[config.mk]
export PLATFORM = sky130hd
export DESIGN_NAME = usbirq_regs
export DESIGN_NICKNAME = d
export VERILOG_FILES = /design/src/rtl/usbirq_pkg.sv /design/src/rtl/usbirq_flag_bank.sv /design/src/rtl/usbirq_ctrl_reg.sv /design/src/rtl/usbirq_bus_dec.sv /design/src/rtl/usbirq_regs.sv
export SDC_FILE = /design/constraint.sdc
export NUM_CORES = 1
export LEC_CHECK = 0
export ABC_AREA = 1
export BUFFER_PORTS_ARGS = -buffer_cell sky130_fd_sc_hd__buf_2
export CAP_MARGIN = 20
export CORE_ASPECT_RATIO = 1.2
export CORE_UTILIZATION = 40
export CTS_CLUSTER_DIAMETER = 50
export DETAILED_ROUTE_END_ITERATION = 16
export GPL_TIMING_DRIVEN = 0
export PLACE_DENSITY_LB_ADDON = 0.12
export SLEW_MARGIN = 10
export SYNTH_ARGS = -nofsm -noshare
export SYNTH_HDL_FRONTEND = slang
export SYNTH_HIERARCHICAL = 1
export SYNTH_SLANG_ARGS = --single-unit
export TNS_END_PERCENT = 1
[constraint.sdc]
create_clock -name clk -period 0.9 [get_ports clk]
set_input_delay 0 -clock clk [delete_from_list [all_inputs] [get_ports clk]]
set_output_delay 0 -clock clk [all_outputs]
set_load 0.01 [all_outputs]
[src/rtl/usbirq_pkg.sv]
// Package: shared constants for the USB endpoint interrupt flag register.
// Assumes flag index i is shown at bit FLAG_LSB+i of the flag and clear
// registers and its enable at bit IEN_LSB+i of the control register.
package usbirq_pkg;
    localparam int DATA_W    = 8;
    localparam int ADDR_W    = 2;
    localparam int NUM_FLAGS = 5;
    localparam int FLAG_LSB  = DATA_W - NUM_FLAGS;
    localparam int IEN_LSB   = 2;
    localparam int CTL_TXEN  = 0;
    localparam int CTL_SUSP  = DATA_W - 1;

    // flag indices; their order fixes their bit positions
    localparam int FL_EP0RX  = 0;
    localparam int FL_EP0TX  = 1;
    localparam int FL_RESUME = 2;
    localparam int FL_EOP    = 3;
    localparam int FL_EP12   = 4;

    typedef enum logic [ADDR_W-1:0] {
        RA_FLAGS = 2'd0,
        RA_CLEAR = 2'd1,
        RA_CTRL  = 2'd2,
        RA_NONE  = 2'd3
    } reg_addr_e;

    typedef logic [NUM_FLAGS-1:0] flag_vec_t;
    typedef logic [DATA_W-1:0]    byte_t;
endpackage

[src/rtl/usbirq_flag_bank.sv]
// Module: bank of sticky event flags.
// Each flag sets on a one-cycle hardware pulse and clears on a software
// clear strobe; a set in the same cycle as a clear wins so no event is lost.
// Assumes set and clear inputs are synchronous to clk.
module usbirq_flag_bank #(
    parameter int N = 5
) (
    input  logic         clk,
    input  logic         rst_n,
    input  logic [N-1:0] set_i,
    input  logic [N-1:0] clr_i,
    output logic [N-1:0] flag_o
);
    for (genvar i = 0; i < N; i++) begin : g_flag
        // hold one flag: reset, set-wins, then clear
        always_ff @(posedge clk) begin
            if (!rst_n)        flag_o[i] <= 1'b0;
            else if (set_i[i]) flag_o[i] <= 1'b1;
            else if (clr_i[i]) flag_o[i] <= 1'b0;
        end

        p_set_wins_r4: assert property (@(posedge clk) disable iff (!rst_n)
            set_i[i] |=> flag_o[i]);
        p_clear_r3: assert property (@(posedge clk) disable iff (!rst_n)
            (clr_i[i] && !set_i[i]) |=> !flag_o[i]);
        p_hold_r3: assert property (@(posedge clk) disable iff (!rst_n)
            (!clr_i[i] && !set_i[i]) |=> $stable(flag_o[i]));
    end
endmodule

[src/rtl/usbirq_ctrl_reg.sv]
// Module: control register holding suspend, interrupt enables and the
// endpoint 1/2 transmit enable; also forms the IN handshake select.
// Assumes wr_i is a single-cycle write strobe already decoded for this
// register. An acknowledge pulse clears transmit enable over a write.
module usbirq_ctrl_reg
    import usbirq_pkg::*;
(
    input  logic      clk,
    input  logic      rst_n,
    input  logic      wr_i,
    input  byte_t     wdata_i,
    input  logic      ep12_ack_i,
    input  logic      ep12_flag_i,
    output byte_t     ctrl_o,
    output flag_vec_t ien_o,
    output logic      suspend_o,
    output logic      in_ack_o
);
    logic tx_en_q;
    logic unused_wbit;

    assign unused_wbit = wdata_i[1];

    // enables and suspend load on a write
    always_ff @(posedge clk) begin
        if (!rst_n) begin
            ien_o     <= '0;
            suspend_o <= 1'b0;
        end else if (wr_i) begin
            ien_o     <= wdata_i[IEN_LSB +: NUM_FLAGS];
            suspend_o <= wdata_i[CTL_SUSP];
        end
    end

    // transmit enable: set by software, cleared by an acknowledged send
    always_ff @(posedge clk) begin
        if (!rst_n)          tx_en_q <= 1'b0;
        else if (ep12_ack_i) tx_en_q <= 1'b0;
        else if (wr_i)       tx_en_q <= wdata_i[CTL_TXEN];
    end

    // readback image, bit 1 is not implemented
    always_comb begin
        ctrl_o                       = '0;
        ctrl_o[CTL_SUSP]             = suspend_o;
        ctrl_o[IEN_LSB +: NUM_FLAGS] = ien_o;
        ctrl_o[CTL_TXEN]             = tx_en_q;
    end

    // ACK only when a packet is armed and the previous one was serviced
    assign in_ack_o = tx_en_q & ~ep12_flag_i;

    p_ack_drops_tx_r7: assert property (@(posedge clk) disable iff (!rst_n)
        ep12_ack_i |=> !in_ack_o);
    p_nak_while_flag_r7: assert property (@(posedge clk) disable iff (!rst_n)
        ep12_flag_i |-> !in_ack_o);
endmodule

[src/rtl/usbirq_bus_dec.sv]
// Module: register bus decode and read multiplexer.
// Produces the per-flag clear strobes and the control write strobe, and
// selects read data; the clear register is write-only and reads zero.
// Assumes bus_wr lasts one cycle per write.
module usbirq_bus_dec
    import usbirq_pkg::*;
(
    input  logic [ADDR_W-1:0] addr_i,
    input  logic              wr_i,
    input  flag_vec_t         clr_bits_i,
    input  flag_vec_t         flags_i,
    input  byte_t             ctrl_i,
    output flag_vec_t         clr_o,
    output logic              ctrl_wr_o,
    output byte_t             rdata_o
);
    reg_addr_e sel;

    assign sel       = reg_addr_e'(addr_i);
    assign clr_o     = (wr_i && sel == RA_CLEAR) ? clr_bits_i : '0;
    assign ctrl_wr_o = wr_i && sel == RA_CTRL;

    // read multiplexer
    always_comb begin
        rdata_o = '0;
        case (sel)
            RA_FLAGS: rdata_o[FLAG_LSB +: NUM_FLAGS] = flags_i;
            RA_CTRL:  rdata_o = ctrl_i;
            default:  rdata_o = '0;
        endcase
    end
endmodule

[src/rtl/usbirq_regs.sv]
// Module: top of the USB endpoint interrupt flag register.
// Joins the flag bank, control register and bus decode; drives the level
// interrupt, the endpoint 1/2 IN handshake select and the USB clock gate.
// Assumes all inputs are synchronous to clk; reset is synchronous, active low.
module usbirq_regs
    import usbirq_pkg::*;
(
    input  logic              clk,
    input  logic              rst_n,
    input  logic [ADDR_W-1:0] bus_addr,
    input  logic              bus_wr,
    input  logic [DATA_W-1:0] bus_wdata,
    output logic [DATA_W-1:0] bus_rdata,
    input  logic              ev_ep0_tx,
    input  logic              ev_ep0_rx,
    input  logic              ev_ep12_ack,
    input  logic              ev_eop,
    input  logic              ev_resume,
    output logic              irq,
    output logic              ep12_in_ack,
    output logic              usb_clk_en
);
    flag_vec_t set_v, clr_v, flags, ien;
    byte_t     ctrl;
    logic      ctrl_wr, suspend;

    // gather event pulses in flag index order
    always_comb begin
        set_v            = '0;
        set_v[FL_EP0RX]  = ev_ep0_rx;
        set_v[FL_EP0TX]  = ev_ep0_tx;
        set_v[FL_RESUME] = ev_resume;
        set_v[FL_EOP]    = ev_eop;
        set_v[FL_EP12]   = ev_ep12_ack;
    end

    usbirq_bus_dec u_dec (
        .addr_i     (bus_addr),
        .wr_i       (bus_wr),
        .clr_bits_i (bus_wdata[FLAG_LSB +: NUM_FLAGS]),
        .flags_i    (flags),
        .ctrl_i     (ctrl),
        .clr_o      (clr_v),
        .ctrl_wr_o  (ctrl_wr),
        .rdata_o    (bus_rdata)
    );

    usbirq_flag_bank #(.N(NUM_FLAGS)) u_flags (
        .clk    (clk),
        .rst_n  (rst_n),
        .set_i  (set_v),
        .clr_i  (clr_v),
        .flag_o (flags)
    );

    usbirq_ctrl_reg u_ctrl (
        .clk         (clk),
        .rst_n       (rst_n),
        .wr_i        (ctrl_wr),
        .wdata_i     (bus_wdata),
        .ep12_ack_i  (ev_ep12_ack),
        .ep12_flag_i (flags[FL_EP12]),
        .ctrl_o      (ctrl),
        .ien_o       (ien),
        .suspend_o   (suspend),
        .in_ack_o    (ep12_in_ack)
    );

    // level interrupt from enabled flags; clock gate from suspend
    assign irq        = |(flags & ien);
    assign usb_clk_en = ~suspend;

    p_flags_ignore_write_r5: assert property (@(posedge clk) disable iff (!rst_n)
        (bus_wr && bus_addr == RA_FLAGS && set_v == '0) |=> $stable(flags));
    p_clear_reads_zero_r3: assert property (@(posedge clk) disable iff (!rst_n)
        (bus_addr == RA_CLEAR) |-> (bus_rdata == '0));
    p_suspend_gates_r8: assert property (@(posedge clk) disable iff (!rst_n)
        (ctrl_wr && bus_wdata[CTL_SUSP] && !ev_ep12_ack) |=> !usb_clk_en);
    p_resume_keeps_susp_r8: assert property (@(posedge clk) disable iff (!rst_n)
        (ev_resume && !ctrl_wr) |=> $stable(usb_clk_en));
    p_irq_needs_flag_r6: assert property (@(posedge clk) disable iff (!rst_n)
        irq |-> (flags != '0));
endmodule

==> reports/summary.txt <==
CP arrival -> 1070 ps
Chip Width -> 40.6 um
TritonCTS Buffers -> 3
setup ws final -> -165 ps
worst skew pair latency -> 260 ps
ys async rst share -> 0%
largest cells by area after synthesis -> dfxtp_1, nand2_1, inv_1
outcome -> finished with violations
largest family of logic cells by synthesized area -> simple AND/OR/NAND/NOR gates
Max Cap Viol -> 0
endpoints failing hold -> 0
fillcell total -> 174
GRT busiest layer -> met2
fin nets -> 181
diode count -> 0
Area growth, synth to finish -> 53.2%
CP required -> 900 ps
unrepaired setup endpoints after global routing -> true
Syn Area/Cell -> 6.00 um2
die area -> 0.00196 mm2
ys flop type -> dfxtp_1
Yosys top cell by area -> dfxtp_1
layout cells sized above 1 -> 38.3%
synthesized instance count -> 119
Via density -> 4.27
crit path kind -> register to primary output
design area -> 0.00109 mm2
HPWL after DPL -> 1140 um
fraction of the mapped netlist area in adder cells -> 0%
# port buffers -> 25
cell area after synthesis -> 714 um2
Yosys cell types -> 13
Root Driver -> clkbuf_4
met2 Usage GRT -> 30.2%
Lkg Pwr -> 0.608 nW
dpl cells -> 162
pwr dens -> 1170 mW/mm2
Seq cells post-synth -> 12
Final ANT Viol Nets -> 0
DRT iter0 DRCs -> 5
Achievable Freq -> 939 MHz
antenna violations before repair -> 0
Tmin final -> 1070 ps
Post-Layout Cell Count -> 180
Hold Crit Class -> primary input to register
Setup WS pre-CTS -> -287 ps
Total Power -> 1.28 mW
total gr overflow -> 0
sequential cell area fraction in the yosys report -> 33.6%
crit path max fanout -> 2
largest net degree at the start of global routing -> 9
first-pass GRT wire length -> 2390 um
WL final -> 1640 um
die height -> 48.3 um
vias in the first global route -> 620
# rows -> 16
CTS tree -> built
Compound-Gate Fraction of Synth Area -> 8.41%
I/O pin count -> 29
M1 GR Usage -> 23.6%
Syn. warnings -> 6
Final Cycle Share -> 118%
DRC -> 0
Initial Utilization -> 43.0%
simple-gate portion of the synthesized area -> 32.7%
DP Area -> 862 um2
GRT Total Usage -> 17.8%
Pre-antenna DRT Iters -> 4
final core utilization -> 65.9%
CTS sink count -> 12
core box area -> 0.00166 mm2
mux contribution to synthesized area -> 0%
Post-Syn Nets -> 137
Final Max Slew Viols -> 0
Commonest cells post-synth -> nand2_1, inv_1, nor2_1, dfxtp_1, buf_4
worst vdd ir -> 1070 uV
Synth top area share -> 33.6%
clk buf depth -> 2
Startpoint Class -> register
clk_skew -> 0 ps
Post-Synth XOR/XNOR Area -> 0%
most frequent cell after synthesis -> nand2_1
DR vias -> 768
Global Route met3 Usage -> 1.37%
final setup vio count -> 5
H-Tree Depth -> 1
routability cong. -> 0.743
CTS clk-pin slew, worst paths -> 70 ps
failing checks -> negative setup slack
Post-synth EDFFs -> 0
DR WL/cell -> 9.13 um
Worst setup EP type -> primary output
report_power, final:
group	total [mW]	internal, mW	switching (mW)
registers	0.595	0.567	0.0290
logic	0.268	0.146	0.122
clock network	0.418	0.245	0.172
total	1.28	0.958	0.323
metal layers:
metal | vias up | share of wire [%]
met2 | 16 | 49
met5 | - | 0
met1 | 328 | 48
met4 | 0 | 0
li1 | 424 | -
met3 | 0 | 3.2
timing repair:
item | in CTS | in global routing
hold endpoints to repair | 12 | 0
hold buffers | 12 | 0
setup buffers | 2 | 0
pin swaps | 4 | 5
endpoints found under the setup margin | 7 | 9
gates resized for setup | 11 | 14
cell usage in the layout, fill, tap and decap left out:
cell type and count:
o21ai_0 6, nor2_2 2, buf_6 8, a21oi_1 6
dfxtp_2 10, buf_4 4, nand3_2 3, nand2_2 2
nor2_1 21, nand2_1 25, conb_1 1, clkbuf_4 3
dlygate4sd3_1 12, inv_1 24, clkbuf_8 1, nor2_4 1
buf_2 24, inv_2 4, nand3_1 3, dfxtp_1 2
registers in the layout, summed over array words and instances, names as in the netlist:
register          count
u_ctrl/suspend_o      1
u_ctrl/ien_o          5
u_flags/flag_o        5
u_ctrl/tx_en_q        1
per-stage QoR:
step / hold slack [ps] / TNS [ps]
2_1_floorplan: 123 / 0
3_3_place_gp: 224 / -1800
3_5_place_dp: 242 / -1920
4_1_cts: 2.49 / -452
5_1_grt: 12.0 / -659
6_report: 10.8 / -336
final timing paths:
path,from,to,slack (ps),cells past startpoint
setup / recovery,u_ctrl/ien_o[1],irq,-170,6
hold reg to reg,u_ctrl/tx_en_q,u_ctrl/tx_en_q,470,2
hold / removal,rst_n,u_ctrl/tx_en_q,10,3
setup reg to reg,u_ctrl/ien_o[1],u_ctrl/ien_o[1],130,3
final cells by class:
type / count / area (um2) / share of cell area [%]
multi-input combinational: 70 / 318 / 29.0
tap: 18 / 22.5 / 2.06
sequential: 12 / 253 / 23.1
buffer: 9 / 90.1 / 8.23
inverter: 28 / 105 / 9.60
clock buffer: 4 / 36.3 / 3.31
timing repair buffer: 39 / 270 / 24.7
kinds of logic after synthesis:
group                  count (synthesis)
DFF                                   12
and+or+nand+nor                       57
AOI/OAI and AO/OA                     12
other                                  1
buffers and inverters                 37
worst max-delay path: stages (launching register included):
cell and delay (ps):
dfxtp_2 340, buf_6 110, nand2_2 40, nand2_1 60, nor2_2 80, nand2_1 50, buf_2 130
(Power assumes the default switching activity.)
